### src/rtl/pwm_gen_pkg.sv
package pwm_gen_pkg;
  localparam int ADDR_W   = 4;
  localparam int DATA_W   = 8;
  localparam int NREF     = 3;
  localparam int CSEL_W   = 2;
  localparam int EXP_W    = 3;
  localparam int DIVIDX_W = 2;
  localparam int DUTY_W   = 9;
  localparam int NARROW_W = 6;
  localparam int PRESC_W  = 10;

  localparam int OFS_SIZE_CLK = 0;
  localparam int OFS_DIV_EXP  = 1;
  localparam int OFS_TYPE     = 2;
  localparam int OFS_DUTY_LO  = 3;
  localparam int OFS_DUTY_HI  = 4;
  localparam int OFS_SYNC     = 5;
  localparam int OFS_ENABLE   = 6;

  typedef struct packed {
    logic                wide;
    logic [CSEL_W-1:0]   csel;
    logic [EXP_W-1:0]    expo;
    logic [DIVIDX_W-1:0] div_idx;
    logic                hold;
    logic [DATA_W-1:0]   duty_lo;
    logic                duty_hi;
  } pwm_cfg_t;

  // Number of selected ticks per counter step: ratio * 2^m
  function automatic logic [PRESC_W-1:0] tick_span(input logic [DIVIDX_W-1:0] div_idx,
                                                   input logic [EXP_W-1:0] expo);
    logic [PRESC_W-1:0] r;
    case (div_idx)
      2'd0:    r = PRESC_W'(1);
      2'd1:    r = PRESC_W'(3);
      2'd2:    r = PRESC_W'(5);
      default: r = PRESC_W'(6);
    endcase
    return r << expo;
  endfunction

  function automatic logic [DUTY_W-1:0] top_count(input logic wide);
    return wide ? DUTY_W'((1 << DUTY_W) - 1) : DUTY_W'((1 << NARROW_W) - 1);
  endfunction

  function automatic logic [DUTY_W-1:0] duty_of(input pwm_cfg_t c);
    return c.wide ? {c.duty_hi, c.duty_lo}
                  : {{(DUTY_W-NARROW_W){1'b0}}, c.duty_lo[NARROW_W-1:0]};
  endfunction
endpackage

### src/rtl/pwm_regbank.sv
module pwm_regbank
  import pwm_gen_pkg::*;
(
  input  logic              clk,
  input  logic              rst_n,
  input  logic              reg_wr,
  input  logic [ADDR_W-1:0] reg_addr,
  input  logic [DATA_W-1:0] reg_wdata,
  output pwm_cfg_t          shadow,
  output logic              enable_q,
  output logic              sync_req
);
  logic hit_size, hit_div, hit_type, hit_lo, hit_hi, hit_sync, hit_en;

  assign hit_size = reg_wr && (reg_addr == ADDR_W'(OFS_SIZE_CLK));
  assign hit_div  = reg_wr && (reg_addr == ADDR_W'(OFS_DIV_EXP));
  assign hit_type = reg_wr && (reg_addr == ADDR_W'(OFS_TYPE));
  assign hit_lo   = reg_wr && (reg_addr == ADDR_W'(OFS_DUTY_LO));
  assign hit_hi   = reg_wr && (reg_addr == ADDR_W'(OFS_DUTY_HI));
  assign hit_sync = reg_wr && (reg_addr == ADDR_W'(OFS_SYNC));
  assign hit_en   = reg_wr && (reg_addr == ADDR_W'(OFS_ENABLE));

  assign sync_req = hit_sync && reg_wdata[0];

  always_ff @(posedge clk or negedge rst_n) begin
    if (!rst_n) begin
      shadow   <= '0;
      enable_q <= 1'b0;
    end else begin
      if (hit_size) begin
        shadow.wide <= reg_wdata[2];
        shadow.csel <= reg_wdata[1:0];
      end
      if (hit_div) begin
        shadow.expo    <= reg_wdata[2:0];
        shadow.div_idx <= reg_wdata[5:4];
      end
      if (hit_type) shadow.hold    <= reg_wdata[0];
      if (hit_lo)   shadow.duty_lo <= reg_wdata;
      if (hit_hi)   shadow.duty_hi <= reg_wdata[0];
      if (hit_en)   enable_q       <= reg_wdata[0];
    end
  end
endmodule

### src/rtl/pwm_prescaler.sv
module pwm_prescaler
  import pwm_gen_pkg::*;
(
  input  logic               clk,
  input  logic               rst_n,
  input  logic               clear,
  input  logic [CSEL_W-1:0]  csel,
  input  logic [NREF-1:0]    ref_tick,
  input  logic [PRESC_W-1:0] span,
  output logic               step
);
  logic               tick_sel;
  logic [PRESC_W-1:0] presc_q;

  always_comb begin
    case (csel)
      2'd1:    tick_sel = ref_tick[0];
      2'd2:    tick_sel = ref_tick[1];
      2'd3:    tick_sel = ref_tick[2];
      default: tick_sel = 1'b0;
    endcase
  end

  assign step = tick_sel && (presc_q == span - PRESC_W'(1));

  always_ff @(posedge clk or negedge rst_n) begin
    if (!rst_n)        presc_q <= '0;
    else if (clear)    presc_q <= '0;
    else if (tick_sel) presc_q <= step ? '0 : presc_q + PRESC_W'(1);
  end

  assert_presc_bound_R2: assert property (@(posedge clk) disable iff (!rst_n)
    presc_q < span);
endmodule

### src/rtl/pwm_counter.sv
module pwm_counter
  import pwm_gen_pkg::*;
(
  input  logic              clk,
  input  logic              rst_n,
  input  logic              clear,
  input  logic              step,
  input  logic              wide,
  output logic [DUTY_W-1:0] cnt,
  output logic              wrap
);
  logic [DUTY_W-1:0] cnt_q;

  assign wrap = step && (cnt_q == top_count(wide));
  assign cnt  = cnt_q;

  always_ff @(posedge clk or negedge rst_n) begin
    if (!rst_n)      cnt_q <= '0;
    else if (clear)  cnt_q <= '0;
    else if (step)   cnt_q <= wrap ? '0 : cnt_q + DUTY_W'(1);
  end

  assert_cnt_bound_R5: assert property (@(posedge clk) disable iff (!rst_n)
    cnt_q <= top_count(wide));
  assert_cnt_hold_R4: assert property (@(posedge clk) disable iff (!rst_n)
    (!step && !clear) |=> $stable(cnt_q));
  assert_cnt_moves_R4: assert property (@(posedge clk) disable iff (!rst_n)
    (step && !clear) |=> (cnt_q != $past(cnt_q)));
endmodule

### src/rtl/pwm_prescaled_gen.sv
module pwm_prescaled_gen
  import pwm_gen_pkg::*;
(
  input  logic              clk,
  input  logic              rst_n,
  input  logic              reg_wr,
  input  logic [ADDR_W-1:0] reg_addr,
  input  logic [DATA_W-1:0] reg_wdata,
  input  logic [NREF-1:0]   ref_tick,
  output logic              pwm_out
);
  pwm_cfg_t          shadow, active_q;
  logic              enable_q, sync_req, pending_q, commit;
  logic              step, wrap;
  logic [DUTY_W-1:0] cnt;
  logic [PRESC_W-1:0] span;

  pwm_regbank u_regs (
    .clk(clk), .rst_n(rst_n), .reg_wr(reg_wr), .reg_addr(reg_addr),
    .reg_wdata(reg_wdata), .shadow(shadow), .enable_q(enable_q), .sync_req(sync_req)
  );

  assign span = tick_span(active_q.div_idx, active_q.expo);

  pwm_prescaler u_presc (
    .clk(clk), .rst_n(rst_n), .clear(commit), .csel(active_q.csel),
    .ref_tick(ref_tick), .span(span), .step(step)
  );

  pwm_counter u_cnt (
    .clk(clk), .rst_n(rst_n), .clear(commit), .step(step),
    .wide(active_q.wide), .cnt(cnt), .wrap(wrap)
  );

  // Transfer: immediate unless holding for the boundary of a running period
  assign commit = pending_q && (!shadow.hold || (active_q.csel == '0) || wrap);

  always_ff @(posedge clk or negedge rst_n) begin
    if (!rst_n) begin
      pending_q <= 1'b0;
      active_q  <= '0;
    end else begin
      if (sync_req)    pending_q <= 1'b1;
      else if (commit) pending_q <= 1'b0;
      if (commit)      active_q  <= shadow;
    end
  end

  assign pwm_out = enable_q && (cnt < duty_of(active_q));

  assert_active_stable_R7: assert property (@(posedge clk) disable iff (!rst_n)
    !commit |=> $stable(active_q));
  assert_hold_on_wrap_R8: assert property (@(posedge clk) disable iff (!rst_n)
    (commit && shadow.hold && (active_q.csel != '0)) |-> wrap);
endmodule

### config.mk
export PLATFORM = sky130hd
export DESIGN_NAME = pwm_prescaled_gen
export DESIGN_NICKNAME = d
export VERILOG_FILES = /design/src/rtl/pwm_gen_pkg.sv /design/src/rtl/pwm_regbank.sv /design/src/rtl/pwm_prescaler.sv /design/src/rtl/pwm_counter.sv /design/src/rtl/pwm_prescaled_gen.sv
export SDC_FILE = /design/constraint.sdc
export NUM_CORES = 1
export LEC_CHECK = 0
export ABC_AREA = 1
export BUFFER_PORTS_ARGS = -buffer_cell sky130_fd_sc_hd__clkbuf_2
export CORE_UTILIZATION = 26
export CTS_BUF_LIST = sky130_fd_sc_hd__clkbuf_8 sky130_fd_sc_hd__clkbuf_16
export DETAILED_ROUTE_END_ITERATION = 7
export SLEW_MARGIN = 20
export SYNTH_ARGS = -nofsm -noshare
export SYNTH_HDL_FRONTEND = slang
export SYNTH_SLANG_ARGS = --single-unit
### constraint.sdc
create_clock -name clk -period 4.4 [get_ports clk]
set_input_delay 0.22 -clock clk [delete_from_list [all_inputs] [get_ports clk]]
set_output_delay 0.22 -clock clk [all_outputs]
set_load 0.005 [all_outputs]
==> reports/results.tsv <==
stage	metric	value	unit
clock_tree	cts.clk_slew.worst_paths	0.07	ns
clock_tree	postCtsHoldBufs	0	
clock_tree	numCtsBuffers	5	
detailed_routing	ant_nets	0	
layout	multi_input_area	0.001792	mm2
clock_tree	clock-sinks	56	
placement	post_dp_cell_area	0.003755	mm2
worst_setup_path	cp_slowest_stage_delay	0.55	ns
sta	rsz0062_at_grt	false	
power	totalPowerFinal	1.626	mW
sta	fin_skew	0.005025	ns
floorplan	start_util	26.66	%
worst_setup_path	crit_buf_inv	1	
layout	design_area	0.003901	mm2
worst_setup_path	critPathTopFamily	simple AND/OR/NAND/NOR gates	
synthesis	ys.flop_type	dfrtp_1	
worst_setup_path	required	4.54	ns
clock_tree	htree_levels	2	
power	powerDensity	416.7	mW/mm2
run_status	status	completed	
global_routing	grtUsageTotal	11.95	%
sta	slew_headroom	52.90	%
clock_tree	clock_latency	0.29	ns
detailed_routing	first_pass_iters	4	
layout	fin_cells	671	
detailed_routing	detail_route.wl_per_cell	11.39	um
detailed_routing	dr_wl_met3	220	um
worst_setup_path	reg2reg_depth	15	
synthesis	synthCells	479	
clock_tree	cts_buffer_depth	2	
synthesis	ys_top_cells_by_area	dfrtp_1 40%, nand2_1 16%, nand3_1 8.0%	
layout	finish.utilization	29.58	%
sta	fin_crit	3.169	ns
synthesis	async_flop_share	100.0	%
detailed_routing	first_iter_violations	132	
detailed_routing	drc	0	
placement	dp_cells	663	
floorplan	dieArea	0.01399	mm2
sta	fmaxAchievable	315.5	MHz
placement	hpwl	5.731	mm
worst_setup_path	crit_arrival	3.31	ns
clock_tree	cts.root.buffer_cell	clkbuf_16	
layout	drive_gt1_share	10.71	%
layout	nFillCells	1416	
worst_setup_path	r2r-start	active_q[12]$_DFFE_PN0P_	
floorplan	die_w	118.3	um
worst_setup_path	crit_start	active_q[12]$_DFFE_PN0P_	
power	peakVddDrop	183.2	uV
synthesis	ys.warnings.count	0	
detailed_routing	via_per_inst	4.449	
worst_setup_path	reg2reg_to	active_q[5]$_DFFE_PN0P_	
placement	place_congestion	0.8500	
worst_setup_path	crit_end	active_q[5]$_DFFE_PN0P_	
worst_setup_path	worst_path_most_repeated_cell	nand2_1	
layout	fin_nets	523	
clock_tree	cts-resized-gates	0	
clock_tree	post_cts_buffers	0	
global_routing	grt_max_degree	57	
global_routing	gr-total-overflow	0	
synthesis	synth_seq_cells	56	
floorplan	dieHeight	118.3	um
synthesis	synthesis.nets	508	
worst_setup_path	critPathMaxFanout	29	
floorplan	coreArea	0.01319	mm2
detailed_routing	wl_met2	3.623	mm
layout	seqCellArea	0.001401	mm2
power	p_leak	2.029	nW
min_path	holdCritPathClass	in -> async	
synthesis	syn_avg_cell_area	7.340	um2
sta	period_share	72.03	%
synthesis	synth_area	0.003516	mm2
placement	place_ws	1.251	ns
sta	hold_violations	0	
sta	tns	0	ns
sta	slew_viol_final	0	
global_routing	grt_pass1_wl	13.82	mm
synthesis	synth_top_area_share	39.86	%
worst_setup_path	r2r_slack	1.23	ns
worst_setup_path	cp_slowest_cell	a21oi_4	
synthesis	synth_cell_types	35	
detailed_routing	wl	7.644	mm
floorplan	rows	42	
layout	num_antenna_cells	0	
worst_setup_path	worstSetupPathType	reg -> reg	
worst_setup_path	crit_chain	inv_2 > nand2_1 > nor2_2 > nand2_1 > ha_1 > xor2_1 > nand2_1 > nor2_1 > nand3_1 > nor2_1 > nand3_1 > nor2_4 > nand2_2 > a21oi_4 > o21ai_0	
worst_setup_path	cp_num_cells	15	
detailed_routing	dr.max_layer_used	met4	
sta	worst_pin_slew	0.7066	ns
synthesis	synth-edff-count	0	
sta	hold_slack	0.04249	ns
sta	fin_ws	1.231	ns
global_routing	antenna_found_initial	0	
floorplan	io_pins	19	
clock_tree	cts_tree	built	
layout	area_delta_synth_final	10.96	%
worst_setup_path	crit_path_start_kind	register	
detailed_routing	wl_met1	3.755	mm
flow_run	cap_viol_max_count	0	
placement	io_buffers	18	
detailed_routing	vias	2985	
worst_setup_path	cp-end-kind	register	
synthesis	yosysSeqAreaShare	39.86	%
global_routing	grt_pass1_vias	2956	
synthesis	synth_area_leader_cell	dfrtp_1	
sta	final-setup-viol-count	0	
==> layer usage <==
| metal | GRT usage, % | vias to the layer above |
|---|---|---|
| met5 | 0 | - |
| met4 | 2.564 | 0 |
| met3 | 1.931 | 4 |
| met2 | 20.70 | 43 |
| met1 | 15.55 | 1387 |
| li1 | - | 1551 |
==> cells in the mapped netlist, types with 2 or more instances <==
| library cell | number |
|---|---|
| a21oi_1 | 5 |
| buf_2 | 3 |
| buf_6 | 3 |
| clkbuf_1 | 4 |
| dfrtp_1 | 56 |
| ha_1 | 11 |
| inv_1 | 61 |
| inv_2 | 4 |
| mux2_2 | 3 |
| nand2_1 | 150 |
| nand2_2 | 7 |
| nand3_1 | 56 |
| nand3_2 | 4 |
| nand3b_1 | 3 |
| nand4_1 | 9 |
| nor2_1 | 28 |
| nor2_2 | 2 |
| nor2_4 | 3 |
| nor3_1 | 2 |
| o21ai_0 | 31 |
| o21ai_1 | 3 |
| xnor2_1 | 3 |
| xor2_1 | 16 |
==> state kept, by name (all words and copies together) (netlist names) <==
name             flops
pending_q            1
active_q            17
u_cnt.cnt            9
u_regs.shadow       18
u_presc.presc_q     10
u_regs.enable_q      1
==> layout make-up <==
type                    count  area share, %
multi-input cells         347          45.93
inverters                  65          6.254
well taps                 176          5.645
flip-flops and latches     56          35.92
clock buffers               5          3.207
repair buffers             19          2.502
clock inverters             3         0.5452
==> layout by cell type (no fill, tap or decap), drive strengths merged <==
master,Yosys,final
inv,65,66
clkbuf,4,23
nand4,9,9
ha,11,11
mux2,3,3
xnor2,3,3
and2,1,1
clkinv,0,1
nor3,2,2
o21bai,1,1
nor2,33,33
o21ai,34,34
and3,1,1
a31oi,1,1
clkinvlp,0,1
or4,1,1
dfrtp,56,56
o22ai,1,1
buf,7,1
o21a,1,1
nand2,158,158
nand3b,3,3
nand3,60,60
xor2,16,16
nor3b,1,1
a21oi,7,7
==> how the worst min path moves through the flow <==
stage,end,slack (ns),from,depth (start not counted)
finish,active_q[8]$_DFFE_PN0P_,0.04,rst_n,2
floorplan,active_q[0]$_DFFE_PN0P_,-0.08,rst_n,0
global route,u_regs.shadow[7]$_DFFE_PN0P_,0.10,rst_n,2
detailed placement,u_regs.shadow[7]$_DFFE_PN0P_,0.40,rst_n,2
global placement,u_regs.shadow[7]$_DFFE_PN0P_,0.40,rst_n,2
CTS,u_regs.shadow[7]$_DFFE_PN0P_,0.09,rst_n,2
==> cell families after synthesis <==
group                      count (synthesis)  synth area share, %
adders and majority gates                 11                3.915
and+or+nand+nor                          269                34.31
muxes                                      3               0.9608
buffers and inverters                     76                9.181
AOI/OAI and AO/OA                         45                7.047
xor gates and xnor gates                  19                4.733
DFF                                       56                39.86
==> where the power goes <==
| part | internal, mW | switching (mW) | total (mW) |
|---|---|---|---|
| Sequential | 0.602 | 0.0858 | 0.688 |
| Clock | 0.212 | 0.187 | 0.399 |
| Combinational | 0.204 | 0.335 | 0.539 |
| Total | 1.02 | 0.607 | 1.63 |
No activity file was read; power rests on OpenSTA's default activity.
